### src/rtl/irq_gather_pkg.sv
package irq_gather_pkg;

    localparam int REG_AW = 3;

    typedef enum logic [REG_AW-1:0] {
        RS_ENABLE  = 3'd0,
        RS_STATUS  = 3'd1,
        RS_SMODE   = 3'd2,
        RS_SPOL    = 3'd3,
        RS_OMODE   = 3'd4,
        RS_OPOL    = 3'd5,
        RS_FORCE   = 3'd6,
        RS_SPARE   = 3'd7
    } reg_sel_e;

    typedef enum logic [1:0] {
        OUT_IDLE  = 2'd0,
        OUT_LEVEL = 2'd1,
        OUT_PULSE = 2'd2,
        OUT_HOLD  = 2'd3
    } out_state_e;

endpackage

### src/rtl/irq_gather_sync.sv
module irq_gather_sync #(
    parameter int   WIDTH     = 32,
    parameter logic RESET_BIT = 1'b1
) (
    input  logic             clk,
    input  logic             rst_n,
    input  logic [WIDTH-1:0] async_in,
    output logic [WIDTH-1:0] sync_out
);
    logic [WIDTH-1:0] stage1_q;
    logic [WIDTH-1:0] stage2_q;

    always_ff @(posedge clk or negedge rst_n) begin
        if (!rst_n) begin
            stage1_q <= {WIDTH{RESET_BIT}};
            stage2_q <= {WIDTH{RESET_BIT}};
        end else begin
            stage1_q <= async_in;
            stage2_q <= stage1_q;
        end
    end

    assign sync_out = stage2_q;
endmodule

### src/rtl/irq_gather_cell.sv
module irq_gather_cell #(
    parameter logic IDLE_BIT = 1'b1
) (
    input  logic clk,
    input  logic rst_n,
    input  logic line_s,
    input  logic edge_mode,
    input  logic hi_pol,
    input  logic ack,
    input  logic force_set,
    output logic pending
);
    logic prev_q;
    logic pend_q;
    logic hit;

    // Edge mode compares against last sample; level mode tracks activity.
    always_comb begin
        if (edge_mode)
            hit = hi_pol ? (line_s & ~prev_q) : (~line_s & prev_q);
        else
            hit = hi_pol ? line_s : ~line_s;
    end

    always_ff @(posedge clk or negedge rst_n) begin
        if (!rst_n) begin
            prev_q <= IDLE_BIT;
            pend_q <= 1'b0;
        end else begin
            prev_q <= line_s;
            pend_q <= hit | force_set | (pend_q & ~ack);
        end
    end

    assign pending = pend_q;
endmodule

### src/rtl/irq_gather_outfsm.sv
module irq_gather_outfsm
    import irq_gather_pkg::*;
(
    input  logic clk,
    input  logic rst_n,
    input  logic req,
    input  logic pulse_mode,
    input  logic hi_pol,
    output logic irq_out
);
    out_state_e state_q;
    out_state_e state_d;
    logic       active;

    always_ff @(posedge clk or negedge rst_n) begin
        if (!rst_n) state_q <= OUT_IDLE;
        else        state_q <= state_d;
    end

    always_comb begin
        state_d = state_q;
        unique case (state_q)
            OUT_IDLE: begin
                if (req) state_d = pulse_mode ? OUT_PULSE : OUT_LEVEL;
            end
            OUT_LEVEL: begin
                if (!req)           state_d = OUT_IDLE;
                else if (pulse_mode) state_d = OUT_HOLD;
            end
            OUT_PULSE: begin
                if (!req)            state_d = OUT_IDLE;
                else if (pulse_mode) state_d = OUT_HOLD;
                else                 state_d = OUT_LEVEL;
            end
            OUT_HOLD: begin
                if (!req)             state_d = OUT_IDLE;
                else if (!pulse_mode) state_d = OUT_LEVEL;
            end
            default: state_d = OUT_IDLE;
        endcase
    end

    always_comb begin
        active  = (state_q == OUT_LEVEL) || (state_q == OUT_PULSE);
        irq_out = active ? hi_pol : ~hi_pol;
    end
endmodule

### src/rtl/irq_gather_ctrl.sv
module irq_gather_ctrl
    import irq_gather_pkg::*;
#(
    parameter int NUM_SRC = 32,
    parameter int DATA_W  = 32
) (
    input  logic              clk,
    input  logic              rst_n,
    input  logic [NUM_SRC-1:0] irq_src,
    input  logic [REG_AW-1:0] bus_addr,
    input  logic              bus_we,
    input  logic [DATA_W-1:0] bus_wdata,
    output logic [DATA_W-1:0] bus_rdata,
    output logic              irq_out
);
    localparam int PAD_W = DATA_W - NUM_SRC;

    logic [NUM_SRC-1:0] enable_q;
    logic [NUM_SRC-1:0] smode_q;
    logic [NUM_SRC-1:0] spol_q;
    logic               out_mode_q;
    logic               out_pol_q;
    logic [NUM_SRC-1:0] status_q;
    logic [NUM_SRC-1:0] line_s;
    logic [NUM_SRC-1:0] ack_vec;
    logic [NUM_SRC-1:0] force_vec;
    logic               req;
    reg_sel_e           sel;

    assign sel = reg_sel_e'(bus_addr);

    always_ff @(posedge clk or negedge rst_n) begin
        if (!rst_n) begin
            enable_q   <= '0;
            smode_q    <= '0;
            spol_q     <= '0;
            out_mode_q <= 1'b0;
            out_pol_q  <= 1'b0;
        end else if (bus_we) begin
            unique case (sel)
                RS_ENABLE: enable_q   <= bus_wdata[NUM_SRC-1:0];
                RS_SMODE:  smode_q    <= bus_wdata[NUM_SRC-1:0];
                RS_SPOL:   spol_q     <= bus_wdata[NUM_SRC-1:0];
                RS_OMODE:  out_mode_q <= bus_wdata[0];
                RS_OPOL:   out_pol_q  <= bus_wdata[0];
                default: ;
            endcase
        end
    end

    assign ack_vec   = (bus_we && sel == RS_STATUS) ? bus_wdata[NUM_SRC-1:0] : '0;
    assign force_vec = (bus_we && sel == RS_FORCE)  ? bus_wdata[NUM_SRC-1:0] : '0;

    irq_gather_sync #(.WIDTH(NUM_SRC), .RESET_BIT(1'b1)) u_sync (
        .clk      (clk),
        .rst_n    (rst_n),
        .async_in (irq_src),
        .sync_out (line_s)
    );

    for (genvar g = 0; g < NUM_SRC; g++) begin : g_cell
        irq_gather_cell #(.IDLE_BIT(1'b1)) u_cell (
            .clk       (clk),
            .rst_n     (rst_n),
            .line_s    (line_s[g]),
            .edge_mode (smode_q[g]),
            .hi_pol    (spol_q[g]),
            .ack       (ack_vec[g]),
            .force_set (force_vec[g]),
            .pending   (status_q[g])
        );
    end

    assign req = |(status_q & enable_q);

    irq_gather_outfsm u_out (
        .clk        (clk),
        .rst_n      (rst_n),
        .req        (req),
        .pulse_mode (out_mode_q),
        .hi_pol     (out_pol_q),
        .irq_out    (irq_out)
    );

    logic [NUM_SRC-1:0] rd_vec;
    always_comb begin
        rd_vec = '0;
        unique case (sel)
            RS_ENABLE: rd_vec = enable_q;
            RS_STATUS: rd_vec = status_q;
            RS_SMODE:  rd_vec = smode_q;
            RS_SPOL:   rd_vec = spol_q;
            RS_OMODE:  rd_vec[0] = out_mode_q;
            RS_OPOL:   rd_vec[0] = out_pol_q;
            default:   rd_vec = '0;
        endcase
    end

    if (PAD_W > 0) begin : g_pad
        assign bus_rdata = {{PAD_W{1'b0}}, rd_vec};
    end else begin : g_nopad
        assign bus_rdata = rd_vec;
    end
endmodule

### config.mk
export PLATFORM = sky130hd
export DESIGN_NAME = irq_gather_ctrl
export DESIGN_NICKNAME = d
export VERILOG_FILES = /design/src/rtl/irq_gather_pkg.sv /design/src/rtl/irq_gather_sync.sv /design/src/rtl/irq_gather_cell.sv /design/src/rtl/irq_gather_outfsm.sv /design/src/rtl/irq_gather_ctrl.sv
export SDC_FILE = /design/constraint.sdc
export NUM_CORES = 1
export LEC_CHECK = 0
export ABC_AREA = 0
export BUFFER_PORTS_ARGS = -buffer_cell sky130_fd_sc_hd__clkbuf_2
export CAP_MARGIN = 20
export CORE_ASPECT_RATIO = 1.2
export CORE_MARGIN = 2
export CORE_UTILIZATION = 58
export CTS_CLUSTER_DIAMETER = 60
export CTS_CLUSTER_SIZE = 12
export DETAILED_ROUTE_END_ITERATION = 6
export PLACE_DENSITY_LB_ADDON = 0.2
export SLEW_MARGIN = 20
export SYNTH_ARGS = -nofsm -noshare
export SYNTH_HDL_FRONTEND = slang
export SYNTH_SLANG_ARGS = --single-unit
### constraint.sdc
create_clock -name clk -period 2.4 [get_ports clk]
set_input_delay 0.36 -clock clk [delete_from_list [all_inputs] [get_ports clk]]
set_output_delay 0.36 -clock clk [all_outputs]
set_load 0.005 [all_outputs]
==> metrics, run 1 <==
status=completed; RSZ-0062 raised after global routing=no; Max Buffers Root-to-Sink=3; Synth top cells by count=dfrtp_1, dfstp_2, mux2_2, nand2_1, a221o_1; Worst-Margin Slew=0.669 ns; first-pass GRT wire length=35.0 mm; fillers=1107; Seq/Total Area, Yosys=62.5%; number of synthesized flops with an enable pin=0; Final Hold Viols=0; nets=897; Vias/cell=6.11; share of cells above drive strength 1=38.1%; clock sink count=228; area grow syn2layout=19.7%; required time of the critical path=2.78 ns; Async SR Flop Fraction=100%; Initial Util=59.6%; per-cell routed wire length=20.9 microns; max cap viols=0; pwr dens=855 mW/mm^2; Gate Count Post-Synth=673; Crit Path Max Fanout=4; top_reg_cell synth=dfrtp_1; # H-tree levels=1; CTS tree=built; Die ar.=0.0171 sq mm; synthesis-stage register bit count=228; Root Buffer=clkbuf_16; row cnt=50; drt total wl=21.9 mm; CP max-delay cell=nor4_2; total congestion overflow=0; Die W=120 microns; WS Path Type=reg -> reg; Antenna Cells=0; Leakage=4.67 nW; I/O Pins=103; Setup TNS=0 ns; Worst R2R Setup Slack=0.27 ns; Hold WC Path Type=in -> reg; skew final=0.00990 ns; initial antenna violation count=0; Worst-path clk slew=0.06 ns; Rel. slew slack=55.4%; hold-critical path depth=2; CP startpoint kind=register; post-synth top area share=35.4%; CP arrival=2.51 ns; TritonCTS Buffers=22; Max Freq=0.469 GHz; syn avg cell area=13.9 sq um; Unique masters post-synth=36; total power=9.54 mW; cells along the critical path=a22oi_1 -> nand4_1 -> nor4_2 -> mux2_2 -> a211o_1; GP Congestion=0.819; DP Area=0.0102 sq mm; footprint of the multi-input gates=0.00331 sq mm; Hold Crit Start=bus_wdata[16]; Worst Setup End Kind=register; Mapped Nets=748; count leader, synth=dfrtp_1; DP HPWL=14.2 mm; Die Span Y=143 microns; Crit path max-delay family=simple AND/OR/NAND/NOR gates; worst reg2reg path startpoint=g_cell[11].u_cell.pending; largest net degree at the start of global routing=83; final setup vio count=0; max-slew violations=0; Synth warnings=0; drt drc=0; post-route design area=0.0112 sq mm; number of global-route vias before repair=6793; storage element area=0.00583 sq mm; top post-synthesis cells by area=dfrtp_1, dfstp_2, mux2_2; fin crit period=2.13 ns; Final ANT Viol Nets=0; Tcrit/Tclk final=88.9%; Post-Synthesis Cell Area=0.00932 sq mm; Worst Hold End=smode_q[16]; Port Buffer Count=102; worst r2r path cells=5; Yosys top cell by area=dfrtp_1; Worst-Skew Late Latency=0.50 ns; 1st-iter DRT viols=476; WP buf/inv=0; Tot GR Track Use=26.2%; drt pass-1 iters=5; Peak VDD IR=637 uV; core footprint=0.0156 sq mm; Worst R2R End=u_out.state_q[0]; via count=6387; Max stage delay on crit path=0.42 ns
final cells by class:
class | count | share of cell area (%)
sequential | 228 | 52.2
multi-input combinational | 409 | 29.7
timing repair buffer | 157 | 9.89
clock buffer | 40 | 5.73
tap | 208 | 2.33
inverter | 4 | 0.135
through the flow:
step	hold WS (ns)	util, %	instances	worst slack (ns)
finish	0.133	71.3	1046	0.267
global route	0.127	71.3	1046	0.178
CTS	0.125	71.3	1046	0.259
detailed placement	0.347	65.1	973	0.297
global placement	0.345	65.1	973	0.356
floorplan	0.0644	-	673	0.569
worst max-delay path by stage:
stage | startpoint | endpoint | slack, ns | cells past startpoint
final | g_cell[11].u_cell.pending | u_out.state_q[0] | 0.27 | 5
after global routing | enable_q[1] | u_out.state_q[0] | 0.18 | 5
after CTS | g_cell[11].u_cell.pending | u_out.state_q[0] | 0.26 | 5
after detailed placement | g_cell[11].u_cell.pending | u_out.state_q[0] | 0.30 | 5
after global placement | bus_addr[0] | g_cell[29].u_cell.pending | 0.36 | 8
after floorplan | g_cell[10].u_cell.pending | u_out.state_q[0] | 0.57 | 5
layout by cell type (no fill, tap or decap), types with 3 or more instances in the layout:
cell type / count
clkbuf_16: 23
inv_1: 3
dfrtp_1: 132
a22oi_1: 17
buf_12: 7
clkbuf_2: 101
nand3_1: 32
nor2b_1: 32
mux2_1: 34
clkbuf_1: 17
a21oi_1: 3
o31ai_1: 32
dfstp_2: 96
dlygate4sd3_1: 33
nor2_1: 3
buf_4: 15
nand4_1: 4
a22o_1: 31
a221o_1: 63
ha_1: 5
mux2_2: 67
nand2_1: 66
state kept, by name, indices dropped and copies added (netlist names):
name,count
out_pol_q,1
u_sync.stage1_q,32
g_cell.u_cell.prev_q,32
spol_q,32
smode_q,32
out_mode_q,1
enable_q,32
g_cell.u_cell.pending,32
u_out.state_q,2
u_sync.sync_out,32
routing by layer:
| layer | wire length [microns] | vias up | share of wire [%] | global-route usage [%] |
|---|---|---|---|---|
| li1 | - | 2846 | - | - |
| met1 | 8540 | 3283 | 39 | 31.5 |
| met2 | 11600 | 205 | 53 | 47.0 |
| met3 | 1050 | 53 | 4.8 | 4.31 |
| met4 | 658 | 0 | 3.0 | 10.8 |
| met5 | 0 | - | 0 | 0 |
report_power, final:
group	total [mW]	switching, mW	internal [mW]
sequential	4.87	0.453	4.41
clock	3.17	1.38	1.79
combinational	1.51	0.691	0.815
total	9.54	2.52	7.02
cell families after synthesis:
group | count (synthesis) | share of synthesized area [%]
AO/OA/AOI/OAI | 148 | 13.9
XOR/XNOR | 1 | 0.0940
adder cells (fa/ha/maj) | 5 | 0.671
buffers and inverters | 36 | 2.08
flip-flops | 228 | 62.5
multiplexers | 103 | 12.6
AND/OR/NAND/NOR | 152 | 8.16
timing repair:
action	4_1_cts	5_1_grt
setup buffers	0	0
resized for setup	0	0
endpoints found under the hold margin	82	0
hold buffers	33	0
Note: power is estimated with default switching activity, not from simulation.
==> run 2: changes to the inputs <==
Settings changed: ABC_AREA 0 to 1.
==> metrics, run 2 <==
status=completed; Leakage=5.08 nW (+8.7%); GP Congestion=0.824 (+0.67%); Max Freq=0.471 GHz (+0.54%); Tcrit/Tclk final=88.4% (-0.48 points); DP HPWL=13.4 mm (-5.0%); first-pass GRT wire length=35.6 mm (+1.8%); Seq/Total Area, Yosys=62.3% (-0.18 points); Final ANT Viol Nets=0 (unchanged); clock sink count=228 (unchanged); final setup vio count=0 (unchanged); Crit Path Max Fanout=4 (unchanged); RSZ-0062 raised after global routing=no; per-cell routed wire length=16.0 microns (-23%); Antenna Cells=0 (unchanged); Rel. slew slack=50.1% (-5.3 points); Post-Synthesis Cell Area=0.00935 sq mm (+0.30%); clock network power share=34.2% (+1.0 points); top_reg_cell synth=dfrtp_1; Seq pwr share=51.5% (+0.5 points); fillers=1222 (+10%); Port Buffer Count=102 (unchanged); Hold Worst Slack=0.173 ns (+0.0395 ns); drt pass-1 iters=5 (unchanged); 1st-iter DRT viols=513 (+7.8%); nets=1174 (+31%); Die W=120 microns (+0.15%); share of cells above drive strength 1=23.5% (-15 points); CTS tree=built; commonest non-fill, non-tap cell in the layout=nand2_1; required time of the critical path=2.04 ns (-0.74 ns); Worst-Margin Slew=0.748 ns (+0.0790 ns); Worst Setup End Kind=primary output; skew final=0.00862 ns (-0.00128 ns); total congestion overflow=0 (unchanged); Yosys top cell by area=dfrtp_1; WS Path Type=reg -> out; Hold WC Path Type=in -> reg; area grow syn2layout=18.9%; switching fraction of total power=27.3% (+0.85 points); Tot GR Track Use=25.9% (-0.32 points); top post-synthesis cells by area=dfrtp_1, dfstp_2, nand2_1; Synth top cells by count=nand2_1, dfrtp_1, dfstp_2, o21ai_1, inv_1; Async SR Flop Fraction=100% (unchanged); Synth warnings=0 (unchanged); Initial Util=59.5% (-0.062 points); Unique masters post-synth=28 (-22%); number of global-route vias before repair=7187 (+5.8%); Peak VDD IR=648 uV (+1.8%); synthesis-stage register bit count=228 (unchanged); fin crit period=2.12 ns (-0.0115 ns); Cell Int Power=6.70 mW (-4.4%); Die Span Y=143 microns (+0.15%); CP startpoint kind=register; Vias/cell=5.51 (-9.7%); commonest non-fill, non-tap cells in the layout=nand2_1, dfrtp_1, clkbuf_2; via count=7296 (+14%); worst reg2reg path startpoint=g_cell[19].u_cell.pending; post-route insts no fill=1323 (+26%); Die ar.=0.0172 sq mm (+0.29%); # placed instances=1250 (+28%); Setup TNS=0 ns (unchanged); Hold Crit Start=bus_wdata[11]; largest net degree at the start of global routing=77 (-7.2%); core footprint=0.0157 sq mm (+0.40%); Setup crit start=u_out.state_q[0]; initial antenna violation count=1 (+1); Worst-path clk slew=0.06 ns (about the same); P_sw=2.52 mW (-0.20%); post-synth top area share=35.3% (-0.10 points); number of synthesized flops with an enable pin=0 (unchanged); Root Buffer=clkbuf_16; CP arrival=1.76 ns (-0.75 ns); PnR worst setup slack=0.278 ns (+0.0115 ns); pre-CTS setup slack=0.339 ns (+0.0430 ns); syn avg cell area=9.74 sq um (-30%); I/O Pins=103 (unchanged); drt drc=0 (unchanged); total power=9.22 mW (-3.3%); count leader, synth=nand2_1; # H-tree levels=1 (unchanged); Final Hold Viols=0 (unchanged); TritonCTS Buffers=22 (unchanged); Max Buffers Root-to-Sink=3 (unchanged); drt total wl=21.2 mm (-3.2%); Worst-Skew Late Latency=0.50 ns (about the same); Gate Count Post-Synth=960 (+43%); Combinational Power Share=14.3% (-1.5 points); Mapped Nets=1035 (+38%); max-slew violations=0 (unchanged); row cnt=50 (unchanged); pwr dens=830 mW/mm^2 (-2.9%); max cap viols=0 (unchanged)
[run 2: timing repair]
item                                   CTS  global route
hold buffers                            33             0
resized for setup                        0             0
setup buffers                            0             0
endpoints found under the hold margin   76             0
[run 2: kinds of logic (layout without fill, tap and decap cells)]
family          after synthesis  in the layout  synth area share (%)
simple gates                381            381                  16.7
compound gates              231            231                  15.0
flops                       228            228                  62.3
buf+inv                     114            269                  5.23
fa+ha+maj                     5              5                 0.669
xor+xnor                      1              1                0.0937
[run 2: critical path, stage by stage, from the launching register on]
cell and delay [ns]:
dfrtp_1 0.41, inv_1 0.10, ha_1 0.33, xnor2_1 0.26, clkbuf_2 0.16
[run 2: cell type report]
| cell class | count | area [sq um] | area share (%) |
|---|---|---|---|
| Timing Repair Buffer | 152 | 1070 | 9.59 |
| Clock buffer | 40 | 639 | 5.75 |
| Sequential cell | 228 | 5830 | 52.4 |
| Multi-Input combinational cell | 618 | 3030 | 27.3 |
| Inverter | 77 | 289 | 2.60 |
| Tap cell | 208 | 260 | 2.34 |
[run 2: through the flow]
stage / utilization, % / area (sq um)
after floorplan: - / 9350
after global placement: 64.6 / 10100
after detailed placement: 64.6 / 10100
after CTS: 70.8 / 11100
after global routing: 70.8 / 11100
final: 70.8 / 11100
[run 2: power by group through the flow]
stage               Sequential, mW  Combinational (mW)  Clock (mW)
global route                  4.82                1.53        3.42
floorplan                     4.70               0.837           0
detailed placement            4.81                1.28           0
CTS                           4.75                1.33        3.23
global placement              4.79                1.22           0
finish                        4.75                1.32        3.16
[run 2: final timing paths]
check | end | slack, ns | cells after the start
worst max-delay path | irq_out | 0.28 | 4
worst min-delay path | smode_q[11] | 0.17 | 3
worst max register to register | u_out.state_q[1] | 0.80 | 11
worst min register to register | u_sync.sync_out[10] | 0.35 | 0
max in group asynchronous | u_sync.stage1_q[23] | 1.19 | 3
min in group asynchronous | spol_q[4] | 0.43 | 2
[run 2: layer usage]
layer	vias to the layer above	global-route usage [%]	routed length, microns
li1	3517	-	-
met1	3553	35.4	9040
met2	193	43.9	10500
met3	31	3.83	1300
met4	2	6.25	334
met5	-	0	13
==> run 3: changes to the inputs <==
Settings changed: CORE_UTILIZATION 58 to 60, CTS_BUF_LIST set to sky130_fd_sc_hd__clkbuf_4.
==> metrics, run 3 (synthesis gave the netlist of run 2 again) <==
status=completed; Crit Path Max Fanout=3 (-1); pwr dens=733 mW/mm^2 (-12%); nets=1185 (+0.94%); Combinational Power Share=16.6% (+2.3 points); GP Congestion=0.827 (+0.34%); row cnt=50 (unchanged); Max Buffers Root-to-Sink=3 (unchanged); DP Area=0.0101 sq mm (about the same); TritonCTS Buffers=22 (unchanged); Max stage delay on crit path=0.43 ns (+0.02 ns); WS Path Type=reg -> out; core footprint=0.0155 sq mm (-1.6%); total power=7.97 mW (-14%); Worst Setup End Kind=primary output; Seq pwr share=59.6% (+8.1 points); RSZ-0062 raised after global routing=no; Hold WC Path Type=in -> reg; post-route design area=0.0109 sq mm (-2.1%); total congestion overflow=0 (unchanged); Worst R2R Setup Slack=0.77 ns (-0.03 ns); Vias/cell=5.49 (-0.48%); CP arrival=1.90 ns (+0.14 ns); fin crit period=2.26 ns (+0.139 ns); clock network power share=23.8% (-10 points); Leakage=5.00 nW (-1.5%); max-slew violations=0 (unchanged); initial antenna violation count=1 (unchanged); Max Freq=0.442 GHz (-6.2%); Tcrit/Tclk final=94.2% (+5.8 points); max cap viols=0 (unchanged); Port Buffer Count=102 (unchanged); cells along the critical path=inv_1 -> nor4_1 -> a31oi_1 -> nand4_1 -> clkbuf_2; Die ar.=0.0166 sq mm (-3.2%); Die Span Y=141 microns (-1.6%); CP max-delay cell=dfrtp_1; commonest non-fill, non-tap cell in the layout=nand2_1; Die W=118 microns (-1.6%); Root Buffer=clkbuf_4; PnR worst setup slack=0.139 ns (-0.139 ns); Initial Util=60.5% (+0.96 points); Worst-Margin Slew=0.712 ns (-0.0362 ns); commonest non-fill, non-tap cells in the layout=nand2_1, dfrtp_1, clkbuf_2; P_sw=2.33 mW (-7.7%); DP HPWL=13.8 mm (+2.4%); per-cell routed wire length=15.8 microns (-1.2%); Worst-Skew Late Latency=0.65 ns (+0.15 ns); drt pass-1 iters=5 (unchanged); Final ANT Viol Nets=0 (unchanged); drt drc=0 (unchanged); Cell Int Power=5.65 mW (-16%); final setup vio count=0 (unchanged); skew final=0.0252 ns (+0.0166 ns); largest net degree at the start of global routing=65 (-16%); # H-tree levels=1 (unchanged); switching fraction of total power=29.2% (+1.9 points); Final Hold Viols=0 (unchanged); CTS tree=built; CTS resizes=0 (unchanged); CP startpoint kind=register; Rel. slew slack=52.5% (+2.4 points); area grow syn2layout=16.4%; 1st-iter DRT viols=608 (+19%); Worst-path clk slew=0.13 ns (+0.07 ns); I/O Pins=103 (unchanged); Setup TNS=0 ns (unchanged); pre-CTS setup slack=0.373 ns (+0.0338 ns); number of global-route vias before repair=7076 (-1.5%); Tot GR Track Use=26.2% (+0.28 points); Peak VDD IR=529 uV (-18%); drt total wl=21.1 mm (-0.42%); required time of the critical path=2.04 ns (about the same); clock sink count=228 (unchanged); share of cells above drive strength 1=24.7% (+1.2 points); via count=7321 (+0.34%); first-pass GRT wire length=35.2 mm (-1.2%)
-- run 3: critical path, delay by kind of cell, from the launching register on --
kind                   cells  cell delay, ns
and+or+nand+nor            2            0.27
DFF                        1            0.43
AOI/OAI and AO/OA          1            0.30
buffers and inverters      2            0.25
-- run 3: worst paths after layout --
kind / cells past startpoint / endpoint / startpoint
setup reg to reg: 10 / u_out.state_q[0] / g_cell[4].u_cell.pending
min in group asynchronous: 2 / spol_q[4] / rst_n
max in group asynchronous: 3 / u_sync.sync_out[29] / rst_n
hold reg to reg: 0 / u_sync.sync_out[27] / u_sync.stage1_q[27]
hold / removal: 3 / smode_q[3] / bus_wdata[3]
setup / recovery: 5 / bus_rdata[0] / out_mode_q
-- run 3: area by class of cell --
cell class                 count  area [sq um]
sequential                   228          5830
fill                        1208          4570
multi-input combinational    618          3030
timing repair buffer         163          1180
clock buffer                  39           293
inverter                      77           289
tap                          208           260
antenna                        1          2.50
-- run 3: routing by layer --
layer	global-route usage [%]	share of wire, %	vias to the layer above
met5	0	0	-
met4	7.04	1.9	0
met3	4.00	5.9	33
met2	41.9	47	219
met1	38.0	45	3546
li1	-	-	3523
-- run 3: power groups by stage --
| stage | Clock [mW] | Sequential (mW) | Combinational [mW] |
|---|---|---|---|
| floorplan | 0 | 4.70 | 0.837 |
| detailed placement | 0 | 4.81 | 1.27 |
| global route | 2.14 | 4.82 | 1.54 |
| global placement | 0 | 4.79 | 1.21 |
| CTS | 1.97 | 4.75 | 1.33 |
| finish | 1.90 | 4.75 | 1.32 |
-- run 3: per-stage QoR --
stage	util, %	std cells	hold slack, ns
finish	70.4	1334	0.0400
global route	70.4	1334	0.0108
CTS	70.3	1332	0.000279
detailed placement	65.6	1249	0.310
global placement	65.6	1249	0.308
floorplan	-	960	0.0644
-- run 3: what timing repair did --
action                                 in CTS  in global routing
endpoints found under the hold margin     100                  0
hold buffers                               44                  0
setup endpoints to repair                   0                  1
setup buffers                               0                  1
